File: config.mk
export PLATFORM = sky130hd
export DESIGN_NAME = gpioc_top
export DESIGN_NICKNAME = d
export VERILOG_FILES = /design/src/rtl/gpioc_pkg.sv /design/src/rtl/gpioc_sync.sv /design/src/rtl/gpioc_trig.sv /design/src/rtl/gpioc_top.sv
export SDC_FILE = /design/constraint.sdc
export NUM_CORES = 1
export LEC_CHECK = 0
export BUFFER_PORTS_ARGS = -buffer_cell sky130_fd_sc_hd__buf_2
export CORE_ASPECT_RATIO = 0.9
export CORE_MARGIN = 10
export CORE_UTILIZATION = 60
export DETAILED_ROUTE_END_ITERATION = 8
export HOLD_SLACK_MARGIN = 0.15
export PLACE_DENSITY_LB_ADDON = 0.08
export SLEW_MARGIN = 15
export SYNTH_ARGS = -nofsm -noshare
export SYNTH_HDL_FRONTEND = slang
export SYNTH_SLANG_ARGS = --single-unit
File: constraint.sdc
create_clock -name clk -period 8.4 [get_ports clk]
set_clock_uncertainty 0.1 [all_clocks]
set_input_delay 1.26 -clock clk [delete_from_list [all_inputs] [get_ports clk]]
set_output_delay 1.26 -clock clk [all_outputs]
set_load 0.01 [all_outputs]
File: src/rtl/gpioc_pkg.sv
package gpioc_pkg;

  typedef enum logic [2:0] {
    TRIG_FALL = 3'd0,
    TRIG_RISE = 3'd1,
    TRIG_LOW  = 3'd2,
    TRIG_HIGH = 3'd3,
    TRIG_BOTH = 3'd4
  } trig_e;

  localparam logic [7:0] OFS_ENABLE = 8'h00;
  localparam logic [7:0] OFS_STATUS = 8'h04;
  localparam logic [7:0] OFS_VIEW   = 8'h08;
  localparam logic [7:0] OFS_ACK    = 8'h0C;
  localparam logic [7:0] OFS_MRAISE = 8'h10;
  localparam logic [7:0] OFS_MLOWER = 8'h14;
  localparam logic [7:0] OFS_DOUT   = 8'h18;
  localparam logic [7:0] OFS_DIN    = 8'h1C;
  localparam logic [7:0] OFS_DRIVE  = 8'h20;
  localparam logic [7:0] OFS_TRIG_A = 8'h24;
  localparam logic [7:0] OFS_TRIG_B = 8'h28;
  localparam logic [7:0] OFS_PINUSE = 8'h38;
  localparam logic [7:0] OFS_SOFTRST = 8'h3C;

  localparam int TRIG_PITCH = 4;
  localparam int PINS_PER_TRIG_WORD = 8;

endpackage

File: src/rtl/gpioc_sync.sv
module gpioc_sync #(
  parameter int W = 12
) (
  input  logic         clk,
  input  logic         rst,
  input  logic [W-1:0] d,
  output logic [W-1:0] q,
  output logic [W-1:0] q_d
);

  logic [W-1:0] meta_q;

  // two capture stages, plus one history stage for edge compare
  always_ff @(posedge clk) begin
    if (rst) begin
      meta_q <= '0;
      q      <= '0;
      q_d    <= '0;
    end else begin
      meta_q <= d;
      q      <= meta_q;
      q_d    <= q;
    end
  end

endmodule

File: src/rtl/gpioc_trig.sv
module gpioc_trig
  import gpioc_pkg::*;
(
  input  logic  clk,
  input  logic  rst,
  input  trig_e mode,
  input  logic  lvl,
  input  logic  lvl_d,
  input  logic  en,
  input  logic  ack,
  output logic  stat
);

  logic hit;

  always_comb begin
    case (mode)
      TRIG_FALL: hit = lvl_d & ~lvl;
      TRIG_RISE: hit = ~lvl_d & lvl;
      TRIG_LOW:  hit = ~lvl;
      TRIG_HIGH: hit = lvl;
      TRIG_BOTH: hit = lvl_d ^ lvl;
      default:   hit = 1'b0;
    endcase
  end

  // a new trigger outranks an acknowledge in the same cycle
  always_ff @(posedge clk) begin
    if (rst)           stat <= 1'b0;
    else if (en & hit) stat <= 1'b1;
    else if (ack)      stat <= 1'b0;
  end

endmodule

File: src/rtl/gpioc_top.sv
module gpioc_top
  import gpioc_pkg::*;
#(
  parameter int N  = 12,
  parameter int AW = 8,
  parameter int DW = 32
) (
  input  logic          clk,
  input  logic          rst,
  input  logic [AW-1:0] bus_addr,
  input  logic          bus_wr,
  input  logic [DW-1:0] bus_wdata,
  input  logic          bus_rd,
  output logic [DW-1:0] bus_rdata,
  input  logic [N-1:0]  pin_in,
  output logic [N-1:0]  pin_out,
  output logic [N-1:0]  pin_oe,
  output logic [N-1:0]  pin_sel,
  output logic          irq_out
);

  localparam int LO_N = (N < PINS_PER_TRIG_WORD) ? N : PINS_PER_TRIG_WORD;
  localparam int HI_N = N - LO_N;
  localparam int PAD  = DW - N;

  function automatic logic [DW-1:0] zext(input logic [N-1:0] v);
    return {{PAD{1'b0}}, v};
  endfunction

  logic          srst_q;
  logic          blk_rst;
  logic [N-1:0]  en_q, mask_q, dout_q, dir_q, sel_q;
  trig_e         mode_q [N];
  logic [N-1:0]  s_now, s_prev, stat_v, ack_v, wlo;
  logic [DW-1:0] rd_mux, trig_a_rd, trig_b_rd;
  logic          irq_q;

  assign blk_rst = rst | srst_q;
  assign wlo     = bus_wdata[N-1:0];

  always_ff @(posedge clk) begin
    if (rst)
      srst_q <= 1'b0;
    else if (bus_wr && bus_addr == AW'(OFS_SOFTRST))
      srst_q <= bus_wdata[0];
  end

  gpioc_sync #(.W(N)) u_sync (
    .clk (clk),
    .rst (blk_rst),
    .d   (pin_in),
    .q   (s_now),
    .q_d (s_prev)
  );

  assign ack_v = (bus_wr && bus_addr == AW'(OFS_ACK)) ? wlo : '0;

  for (genvar g = 0; g < N; g++) begin : g_pin
    gpioc_trig u_trig (
      .clk   (clk),
      .rst   (blk_rst),
      .mode  (mode_q[g]),
      .lvl   (s_now[g]),
      .lvl_d (s_prev[g]),
      .en    (en_q[g]),
      .ack   (ack_v[g]),
      .stat  (stat_v[g])
    );
  end

  always_ff @(posedge clk) begin
    if (blk_rst) begin
      en_q   <= '0;
      mask_q <= '0;
      dout_q <= '0;
      dir_q  <= '0;
      sel_q  <= '0;
      for (int p = 0; p < N; p++) mode_q[p] <= TRIG_FALL;
    end else if (bus_wr) begin
      case (bus_addr)
        AW'(OFS_ENABLE): en_q   <= wlo;
        AW'(OFS_MRAISE): mask_q <= mask_q | wlo;
        AW'(OFS_MLOWER): mask_q <= mask_q & ~wlo;
        AW'(OFS_DOUT):   dout_q <= wlo;
        AW'(OFS_DRIVE):  dir_q  <= wlo;
        AW'(OFS_PINUSE): sel_q  <= wlo;
        AW'(OFS_TRIG_A):
          for (int p = 0; p < LO_N; p++)
            mode_q[p] <= trig_e'(bus_wdata[TRIG_PITCH*p +: 3]);
        AW'(OFS_TRIG_B):
          for (int p = 0; p < HI_N; p++)
            mode_q[LO_N+p] <= trig_e'(bus_wdata[TRIG_PITCH*p +: 3]);
        default: ;
      endcase
    end
  end

  always_comb begin
    trig_a_rd = '0;
    trig_b_rd = '0;
    for (int p = 0; p < LO_N; p++) trig_a_rd[TRIG_PITCH*p +: 3] = mode_q[p];
    for (int p = 0; p < HI_N; p++) trig_b_rd[TRIG_PITCH*p +: 3] = mode_q[LO_N+p];
    case (bus_addr)
      AW'(OFS_ENABLE):  rd_mux = zext(en_q);
      AW'(OFS_STATUS):  rd_mux = zext(stat_v);
      AW'(OFS_VIEW):    rd_mux = zext(stat_v & en_q & ~mask_q);
      AW'(OFS_MRAISE):  rd_mux = zext(mask_q);
      AW'(OFS_MLOWER):  rd_mux = zext(mask_q);
      AW'(OFS_DOUT):    rd_mux = zext(dout_q);
      AW'(OFS_DIN):     rd_mux = zext(s_now);
      AW'(OFS_DRIVE):   rd_mux = zext(dir_q);
      AW'(OFS_TRIG_A):  rd_mux = trig_a_rd;
      AW'(OFS_TRIG_B):  rd_mux = trig_b_rd;
      AW'(OFS_PINUSE):  rd_mux = zext(sel_q);
      AW'(OFS_SOFTRST): rd_mux = {{(DW-1){1'b0}}, srst_q};
      default:          rd_mux = '0;
    endcase
  end

  // read port survives the soft reset so the hold bit stays visible
  always_ff @(posedge clk) begin
    if (rst)         bus_rdata <= '0;
    else if (bus_rd) bus_rdata <= rd_mux;
  end

  always_ff @(posedge clk) begin
    if (blk_rst) irq_q <= 1'b0;
    else         irq_q <= |(stat_v & en_q & ~mask_q);
  end

  assign irq_out = irq_q;
  assign pin_out = dout_q;
  assign pin_oe  = dir_q;
  assign pin_sel = sel_q;

endmodule

# ---- Yosys cells after proc, flatten, opt, wreduce, memory -nomap -nowiden
# Memory sizes are Yosys's and may differ from the RTL's.
# Index checks and enable logic that the tools add are counted.
dict set report word_totals {
  n_memories 1
  reg_bits 142
  in_bits 56
  elab_cells 271
  ramBits 36
  output_inout_bits 69
}
dict set report op_classes {
  bitwise 91
  reduce_logical 35
  n_eq_ne 60
  n_mux 61
}
# name words width read_ports rd_ports_with_merged_regs wr line_no
set memory_table {}
lappend memory_table {mode_q 12 3 12 0 12 gpioc_top.sv:33} ;# trig_e mode_q [N];
# op n
set ops {}
lappend ops {{$pmux W31 S11} 1}
lappend ops {{$eq A3 B2 Y1 const B} 24}
lappend ops {{$pmux W1 S5} 12}
lappend ops {{$eq A8 B6 Y1 const B} 5}
lappend ops {{$and A1 B1 Y1} 36}
lappend ops {{$and A12 B12 Y12} 3}
lappend ops {{$eq A3 B1 Y1 const B} 12}
lappend ops {{$eq A3 B3 Y1 const B} 12}
lappend ops {{$logic_not A3 Y1} 12}
lappend ops {{$mux W3} 12}
lappend ops {{$mux W1} 34}
lappend ops {{$eq A8 B5 Y1 const B} 4}
lappend ops {{$reduce_bool A2 Y1} 13}
lappend ops {{$not A1 Y1} 24}
lappend ops {{$not A12 Y12} 2}
lappend ops {{$pmux W12 S2} 1}
lappend ops {{$eq A8 B4 Y1 const B} 2}
lappend ops {{$or A1 B1 Y1} 13}
lappend ops {{$mux W12} 1}
lappend ops {{$or A12 B12 Y12} 1}
lappend ops {{$reduce_or A12 Y1} 1}
lappend ops {{$xor A1 B1 Y1} 12}
lappend ops {{$reduce_and A2 Y1} 5}
lappend ops {{$eq A8 B3 Y1 const B} 1}
lappend ops {{3 further kinds} 4}

# ---- Depth between registers and ports, before layout
# Gate-level depths: netlist of the first run.
dict set report logic_depth {
  word_depth 6
  mapped_depth 8
  mapped_depth_nobuf 7
}

# ---- Hierarchy
# From an unflattened synthesis of the first run, not the netlist that was laid out.
dict set report unflattened {
  hier_cells 849
  hier_area_um2 8662.1
}
# module cells_per_inst instances seq_area_each_um2 area_per_inst_um2
set by_module_without_submodules {}
lappend by_module_without_submodules {gpioc_top 606 1 2862.7 6195.9}
lappend by_module_without_submodules {gpioc_trig 14 12 20.0 122.6}
lappend by_module_without_submodules {gpioc_sync 75 1 720.7 994.7}

# ---- Least setup slack after synthesis of the first run
# No wires, ideal clock.
dict set report synth_path {
  kind {input to register}
  start {input port bus_addr[4]}
  end {memory mode_q[2][0] (netlist bit), enable pin}
  cell_stages 3
  setup_ps 400
  t_required_ps 7900
  arrival_time_ps 3035
  setup_slack_ps 4865
  path_cell_list {buf_2 -> or4b_4 -> o31ai_1}
}
# element line_no
set synth_rtl {}
lappend synth_rtl {{from (decl)} gpioc_top.sv:10} ;# input logic [AW-1:0] bus_addr,
lappend synth_rtl {{to (decl)} gpioc_top.sv:33}

==> metrics.csv, run 1 <==
metric;value;unit
Core ar.;13360;sq um
layout cell share with drive strength beyond 1;18.66;%
Async S/R FF share, synth;0;%
Compound-Gate Fraction of Synth Area;17.44;%
WP data required;8350;ps
Top FF cell, synth;dfxtp_1;
Post-Synth Simple-Gate Area;19.82;%
Hold Slack;323.0;ps
root buffer cell;clkbuf_16;
Seq cells post-synth;173;
first-pass GRT wire length;37740;um
vias per cell;6.275;
Yosys cell types;65;
portion of netlist area occupied by mux cells;5.539;%
Initial Util;61.19;%
clock tree sinks;173;
XOR/XNOR share of the synthesized area;1.178;%
vias in the first global route;6901;
number of synthesized flops with an enable pin;36;
Seq. cell area;3824;sq um
final net count;1010;
CP Buf/Inv Count;2;
Pwr Total;0.001785;W
Worst setup SP type;input pin;
worst path arrival time;4200;ps
TNS Setup;0;ps
Post-CTS Repair Setup Buffers;0;
crit-path cells;buf_2, buf_4, nor2b_1, and3_1, nand2_1, nand2_1;
MaxCap Viol Count;0;
hold_buf cts;0;
most frequent cell on the critical path;nand2_1;
Worst-Margin Slew;1171;ps
Max-slew headroom;21.76;%
DRT antenna net count;0;
Max FO, Critical Path;34;
GRT overflow;0;
DR vias;6971;
Final Max Tran Viols;0;
top cell type's share of synthesized area;33.54;%
area of the die;18700;sq um
average size of a mapped cell;9.608;sq um
Critical Path Start;bus_addr[2];
Power Dens Cells;192.0;nW/um^2
Largest stage delay, worst path;880;ps
critical path type;input pin to register;
Port Buf Inserts;114;
largest family of logic cells by synthesized area;simple AND/OR/NAND/NOR gates;
dpl ws;3847;ps
Finished Layout Cells;1111;
multi-input logic area;3924;sq um
period utilization;50.53;%
Max H-tree Level;4;
top post-synthesis cells by count;137 x dfxtp_1, 89 x nand2_1, 59 x a21oi_1, 57 x and2_1, 53 x nor2_1;
VDD IR-drop max;0.1993;mV
Cells after DPL;1079;
mapped cell area;8177;sq um
CTS tree;built;
FILL cells;1067;
RSZ-0062 raised after global routing;no;
reg2reg start;srst_q;
WL final;24470;um
Crit. End Element;register;
crit path time final;4245;ps
worst skew pair latency;440;ps
Area Growth Syn to Fin;13.74;%
fin worst setup slack;4155;ps
class of the worst hold path;register to register;
Iter 0 DRT Violations;778;
biggest area consumer among synthesized cells;dfxtp_1;
status;finished, final reports clean;
Mapped Cells;851;
synth warn;0;
die height;130.7;um
pin count of the biggest net entering global routing;86;
hpwl dp;17070;um
Inserted Diodes;0;
CTS buffer count;17;
DIE WIDTH;143.1;um
Pre-antenna DRT Iters;8;
clock buffer depth;2;
Critical Path Slowest Stage Cell;nand2_1;
row count;40;
fmax;235.6;MHz
largest cells by area after synthesis;dfxtp_1 34%, edfxtp_1 13%, and2_1 4.4%;
routed len/inst;22.02;um
Pleak;3.681;nW
CTS clk-pin slew, worst paths;60;ps
# setup viols final;0;
Crit path max-delay family;simple AND/OR/NAND/NOR gates;
most common cell in the netlist;dfxtp_1;
Seq/Total Area, Yosys;46.76;%
Synth Area in Adders;3.673;%
GRT Total Usage;26.31;%
Hold Path Origin;u_sync.meta_q[6];
drt drc;0;
antenna violations before repair;0;
# resized after CTS;0;
GP Congestion;0.9316;
# IOs;125;
Final Hold Vio Count;0;
==> power breakdown <==
part	total [W]	leakage, nW	switching, W	internal [W]
logic	0.000107	1.94	0.0000722	0.0000348
clock network	0.000795	0.290	0.000337	0.000458
registers	0.000883	1.45	0.0000177	0.000865
==> metal layers <==
layer | GRT usage (%) | vias up | share of wire, %
met1 | 31.79 | 3337 | 40
li1 | - | 3223 | -
met2 | 43.44 | 353 | 47
met5 | 0 | - | 0
met3 | 6.530 | 58 | 9.0
met4 | 12.48 | 0 | 3.5
==> path summary, 6_finish.rpt <==
| path | slack, ps | cells after the start | endpoint |
|---|---|---|---|
| worst min-delay path | 320 | 1 | u_sync.q[6] |
| worst max-delay path | 4160 | 6 | mode_q[1][5] |
| worst max register to register | 6240 | 3 | mode_q[1][5] |
| worst min register to register | 320 | 1 | u_sync.q[6] |
==> sequential cells by signal, indices dropped and copies added (netlist names), named ones only <==
signal,cells
mode_q,36
bus_rdata,27
en_q,12
g_pin.u_trig.stat,12
pin_oe,12
pin_out,12
pin_sel,12
u_sync.meta_q,12
u_sync.q,12
u_sync.q_d,12
irq_out,1
srst_q,1
==> area by class of cell <==
type                       count  area share, %
tap                          168          2.260
inverter                      34          1.372
timing repair buffer         121          6.700
multi-input combinational    583          42.19
sequential                   173          41.11
clock buffer                  20          4.924
clock inverter                12          1.440
==> cells by family after synthesis <==
| logic type | count (synthesis) |
|---|---|
| AOI/OAI and AO/OA | 202 |
| xor gates and xnor gates | 11 |
| adders and majority gates | 24 |
| buffers and inverters | 99 |
| DFF | 173 |
| muxes | 44 |
| other | 1 |
| and+or+nand+nor | 297 |
==> cells in the final DEF, fill, tap and decap left out, types with 7 or more instances in the layout <==
master / instances
o21ai_0: 19
edfxtp_1: 36
buf_2: 114
a221oi_1: 15
mux2i_1: 34
nor2_1: 52
a211oi_1: 23
clkbuf_16: 18
ha_1: 24
buf_4: 7
mux2_2: 10
inv_1: 33
nand3b_1: 8
xor2_1: 11
a22o_1: 21
nor4b_1: 13
and2_1: 57
nor2b_1: 18
nand3_1: 16
a21oi_1: 59
and3_1: 7
nand2_1: 89
a311oi_1: 14
dfxtp_1: 137
==> stage by stage <==
step	cell area, sq um	util [%]
floorplan	8192	-
global placement	8702	65.12
detailed placement	8702	65.12
CTS	9294	69.55
global route	9300	69.60
finish	9300	69.60
(Power assumes the default switching activity.)
==> run 2: changes to the inputs <==
--- a/config.mk
+++ b/config.mk
@@ -8,7 +8,7 @@
 export BUFFER_PORTS_ARGS = -buffer_cell sky130_fd_sc_hd__buf_2
 export CORE_ASPECT_RATIO = 0.9
 export CORE_MARGIN = 10
-export CORE_UTILIZATION = 60
+export CORE_UTILIZATION = 57
 export DETAILED_ROUTE_END_ITERATION = 8
 export HOLD_SLACK_MARGIN = 0.15
 export PLACE_DENSITY_LB_ADDON = 0.08
==> constraint.sdc (replaced) <==
create_clock -name clk -period 4.4 [get_ports clk]
set_clock_uncertainty 0.1 [all_clocks]
set_input_delay 0.66 -clock clk [delete_from_list [all_inputs] [get_ports clk]]
set_output_delay 0.66 -clock clk [all_outputs]
set_load 0.01 [all_outputs]
==> metrics.csv, run 2 (synthesis gave the netlist of run 1 again) <==
metric;value;unit;change
status;finished, final reports clean;;
GRT Total Usage;25.39;%;-0.92 points
Initial Util;58.17;%;-3.0 points
Max-slew headroom;20.16;%;-1.6 points
Worst setup SP type;input pin;;
VDD IR-drop max;0.3521;mV;+77%
Core ar.;14060;sq um;+5.2%
GP Congestion;0.9666;;+3.8%
Seq. cell area;3824;sq um;unchanged
crit path time final;2971;ps;
Largest register FFs;36;;unchanged
cell internal pwr;0.002653;W;+95%
final instance area;9437;sq um;+1.5%
drt drc;0;;unchanged
Post-CTS Repair Setup Buffers;0;;unchanged
combinational share of power;6.0;%;about the same
# resized after CTS;0;;unchanged
critical path type;input pin to register;;
Pre-antenna DRT Iters;7;;-1
commonest non-fill, non-tap cell in the layout;dfxtp_1;;
Crit. End Element;register;;
Flop pwr share;47.9;%;-1.6 points
first-pass GRT wire length;38570;um;+2.2%
row count;41;;+2.5%
vias per cell;6.135;;-2.2%
MaxCap Viol Count;0;;unchanged
# IOs;125;;unchanged
hpwl dp;17670;um;+3.5%
class of the worst hold path;input pin to register;;
root buffer cell;clkbuf_16;;
multi-input logic area;3918;sq um;-0.16%
worst path arrival time;3150;ps;-1050 ps
Placed Area;8798;sq um;+1.1%
Final Hold Vio Count;0;;unchanged
Max FO, Critical Path;27;;-21%
pin count of the biggest net entering global routing;86;;unchanged
Inserted Diodes;0;;unchanged
CTS tree;built;;
NetSw;0.0008638;W;+100%
Power Dens Cells;372.7;nW/um^2;+94%
CTS buffer count;17;;unchanged
most frequent cells in the layout;137 x dfxtp_1, 114 x buf_2, 89 x nand2_1;;
worst skew pair latency;440;ps;about the same
FILL cells;1154;;+8.2%
Area Growth Syn to Fin;15.41;%;
DIE WIDTH;146.3;um;+2.2%
Port Buf Inserts;114;;unchanged
die height;133.6;um;+2.2%
TNS Setup;0;ps;unchanged
area of the die;19540;sq um;+4.5%
Clk network pwr share;46.1;%;+1.5 points
GRT overflow;0;;unchanged
vias in the first global route;6933;;+0.46%
WL final;25320;um;+3.5%
hold_buf cts;0;;unchanged
WP data required;4580;ps;-3770 ps
layout cell share with drive strength beyond 1;19.47;%;+0.81 points
final net count;1017;;+0.69%
# setup viols final;0;;unchanged
DR vias;7012;;+0.59%
Worst-Margin Slew;1187;ps;+15.83 ps
DRT antenna net count;0;;unchanged
Pleak;3.735;nW;+1.5%
final design utilization;67.14;%;-2.5 points
Final Max Tran Viols;0;;unchanged
CTS clk-pin slew, worst paths;70;ps;about the same
clock tree sinks;173;;unchanged
antenna violations before repair;0;;unchanged
Net Sw Frac;24.56;%;+0.65 points
routed len/inst;22.15;um;+0.57%
Iter 0 DRT Violations;701;;-9.9%
fmax;336.6;MHz;
Max H-tree Level;4;;unchanged
register with the most flip-flops;mode_q;;
clock buffer depth;2;;unchanged
RSZ-0062 raised after global routing;no;;
period utilization;67.52;%;
Top Registers;mode_q (36), bus_rdata (27);;
[run 2: final timing paths]
path	slack, ps	endpoint	cells after the start	startpoint
worst max-delay path	1430	g_pin[7].u_trig.stat	6	bus_addr[5]
worst min-delay path	320	u_sync.meta_q[5]	2	pin_in[5]
worst max register to register	2290	mode_q[2][3]	3	srst_q
worst min register to register	330	u_sync.q[5]	1	u_sync.meta_q[5]
[run 2: worst max-delay path, stage by stage]
cell and delay [ps]:
buf_2 290, or4_1 910, nor4_4 940, nand2_1 170, nand2_1 110, a21oi_1 60
[run 2: cell type report]
class | instances | area share (%)
Clock buffer | 18 | 4.654
Clock inverter | 14 | 2.108
Inverter | 34 | 1.352
Multi-Input combinational cell | 583 | 41.51
Sequential cell | 173 | 40.52
Tap cell | 193 | 2.559
Timing Repair Buffer | 128 | 7.292
[run 2: layer usage]
layer	vias to the layer above	wire length [um]	track usage [%]
met4	0	1032	12.94
li1	3235	-	-
met2	343	11630	40.05
met1	3361	10450	31.42
met3	73	2200	6.737
met5	-	0	0
[run 2: power by group through the flow]
stage          clock [W]  combinational (W)  sequential (W)
2_1_floorplan          0           0.000131         0.00171
3_3_place_gp           0           0.000199         0.00172
5_1_grt          0.00170           0.000228         0.00169
3_5_place_dp           0           0.000205         0.00172
6_report         0.00162           0.000211         0.00168
4_1_cts          0.00163           0.000207         0.00168
[run 2: metrics by stage]
stage          instances  setup WS, ps  hold WS [ps]  power (W)
2_1_floorplan        855          1465         305.7   0.001840
3_3_place_gp        1111          1087         310.8   0.001917
3_5_place_dp        1111          1103         310.7   0.001924
4_1_cts             1143          1502         307.1   0.003523
5_1_grt             1143          1388         316.9   0.003615
6_report            1143          1429         317.5   0.003517
==> run 3: changes to the inputs <==
--- a/config.mk
+++ b/config.mk
@@ -5,6 +5,7 @@
 export SDC_FILE = /design/constraint.sdc
 export NUM_CORES = 1
 export LEC_CHECK = 0
+export ABC_AREA = 1
 export BUFFER_PORTS_ARGS = -buffer_cell sky130_fd_sc_hd__buf_2
 export CORE_ASPECT_RATIO = 0.9
 export CORE_MARGIN = 10
==> constraint.sdc (replaced) <==
create_clock -name clk -period 2.95 [get_ports clk]
set_clock_uncertainty 0.1 [all_clocks]
set_input_delay 0.4425 -clock clk [delete_from_list [all_inputs] [get_ports clk]]
set_output_delay 0.4425 -clock clk [all_outputs]
set_load 0.01 [all_outputs]
==> metrics.csv, run 3 <==
metric;value;unit;change
period utilization;66.52;%;
DR vias;7682;;+9.6%
area of the die;19930;sq um;+2.0%
row count;41;;unchanged
FILL cells;1245;;+7.9%
first-pass GRT wire length;37870;um;-1.8%
Pwr Total;0.005141;W;+46%
Largest register FFs;36;;unchanged
pin count of the biggest net entering global routing;54;;-37%
critical path type;input pin to register;;
crit path time final;1962;ps;
GRT overflow;0;;unchanged
Max FO, Critical Path;21;;-22%
Iter 0 DRT Violations;757;;+8.0%
fin worst setup slack;987.6;ps;-441.6 ps
Top Registers;mode_q (36), bus_rdata (27);;
most common cell in the netlist;nor2_1;;
DRT antenna net count;0;;unchanged
# IOs;125;;unchanged
final instance area;9734;sq um;+3.2%
Inserted Diodes;0;;unchanged
WP data required;3120;ps;-1460 ps
Yosys cell types;30;;-54%
GP Congestion;0.9181;;-5.0%
Max-slew headroom;50.03;%;+30 points
final net count;1311;;+29%
register with the most flip-flops;mode_q;;
fmax;509.6;MHz;
multi-input logic area;3618;sq um;-7.6%
RSZ-0062 raised after global routing;no;;
largest cells by area after synthesis;dfxtp_1 33%, edfxtp_1 13%, nor2_1 7.6%;;
Seq. cell area;3824;sq um;unchanged
Worst-Margin Slew;747.8;ps;-438.8 ps
Largest stage delay, worst path;460;ps;-480 ps
routed len/inst;16.33;um;-26%
Critical Path Slowest Stage Cell;nand2_1;;
Pre-antenna DRT Iters;6;;-1
hpwl dp;16810;um;-4.8%
worst path arrival time;2130;ps;-1020 ps
commonest non-fill, non-tap cell in the layout;nor2_1;;
status;finished, final reports clean;;
Worst setup SP type;input pin;;
Placed Area;8999;sq um;+2.3%
# setup viols final;0;;unchanged
GRT Total Usage;23.68;%;-1.7 points
Core ar.;14210;sq um;+1.1%
average size of a mapped cell;7.464;sq um;-22%
clock tree sinks;173;;unchanged
Final Max Tran Viols;0;;unchanged
mapped cell area;8367;sq um;+2.3%
most frequent cells in the layout;168 x nor2_1, 160 x inv_1, 150 x nand2_1;;
Crit path max-delay family;simple AND/OR/NAND/NOR gates;;
crit-path cells;buf_2, nand2_4, nor2_8, nand2_4, nor2_1, nand2_1, nor2_1;;
dpl ws;537.9;ps;-564.6 ps
class of the worst hold path;input pin to register;;
CTS clk-pin slew, worst paths;70;ps;about the same
Crit. End Element;register;;
worst skew pair latency;440;ps;about the same
WL final;23470;um;-7.3%
Async S/R FF share, synth;0;%;unchanged
Seq/Total Area, Yosys;45.70;%;-1.1 points
synth warn;0;;unchanged
Port Buf Inserts;114;;unchanged
vias per cell;5.346;;-13%
top post-synthesis cells by count;169 x nor2_1, 160 x inv_1, 150 x nand2_1, 137 x dfxtp_1, 113 x nand3_1;;
VDD IR-drop max;0.4587;mV;+30%
TNS Setup;0;ps;unchanged
root buffer cell;clkbuf_16;;
Area Growth Syn to Fin;16.35;%;
CTS buffer count;17;;unchanged
biggest area consumer among synthesized cells;dfxtp_1;;
Seq cells post-synth;173;;unchanged
antenna violations before repair;0;;unchanged
Max H-tree Level;4;;unchanged
top cell type's share of synthesized area;32.78;%;-0.76 points
MaxCap Viol Count;0;;unchanged
Power Dens Cells;528.1;nW/um^2;+42%
Final Hold Vio Count;0;;unchanged
Initial Util;58.88;%;+0.71 points
drt drc;0;;unchanged
CTS tree;built;;
clock buffer depth;2;;unchanged
number of synthesized flops with an enable pin;36;;unchanged
vias in the first global route;7293;;+5.2%
Mapped Cells;1121;;+32%
layout cell share with drive strength beyond 1;16.16;%;-3.3 points
Hold Slack;203.1;ps;-114.4 ps
die height;134.9;um;+0.98%
DIE WIDTH;147.7;um;+1.0%
Post-CTS Repair Setup Buffers;0;;unchanged
Top FF cell, synth;dfxtp_1;;
CP Buf/Inv Count;1;;unchanged
Pleak;4.420;nW;+18%
run 3: path summary, 6_finish.rpt:
| check | startpoint | to | slack [ps] | cells past startpoint |
|---|---|---|---|---|
| min reg2reg | u_sync.meta_q[11] | u_sync.q[11] | 300 | 2 |
| max | bus_addr[2] | mode_q[1][8] | 990 | 7 |
| max reg2reg | srst_q | mode_q[1][8] | 1130 | 3 |
| min | bus_wdata[25] | mode_q[1][7] | 200 | 3 |
run 3: timing repair:
item                       CTS  global route
hold buffers                13             0
setup endpoints to repair    0             0
resized for setup            0             0
hold endpoints to repair    13             0
run 3: stage by stage:
stage / instances / utilization [%]
2_1_floorplan: 1125 / -
3_3_place_gp: 1392 / 63.33
3_5_place_dp: 1392 / 63.33
4_1_cts: 1437 / 68.50
5_1_grt: 1437 / 68.50
6_report: 1437 / 68.50
run 3: where the power goes:
group	switching, W	total (W)	internal [W]
registers	0.0000453	0.00251	0.00246
logic	0.000223	0.000330	0.000106
clock network	0.00103	0.00230	0.00128
run 3: kinds of logic after synthesis:
family                     share of synthesized area, %
other                                           0.04482
AOI/OAI and AO/OA                                 14.09
DFF                                               45.70
adders and majority gates                         3.589
buffers and inverters                             11.32
and+or+nand+nor                                   25.26
run 3: metal layers:
layer	global-route usage [%]	vias up	wire length (um)
li1	-	3815	-
met1	30.74	3517	10390
met2	37.29	315	10570
met3	6.981	35	2147
met4	7.206	0	363
met5	0	-	0
run 3: cell type report:
cell class	instances	share of cell area, %
clock inverter	15	1.851
multi-input combinational	731	37.17
timing repair buffer	141	8.406
clock buffer	17	4.370
sequential	173	39.28
inverter	167	6.440
tap	193	2.481
run 3: worst min-delay path, stage by stage:
cell and delay (ps):
buf_2 70, inv_1 30, nor2_1 80
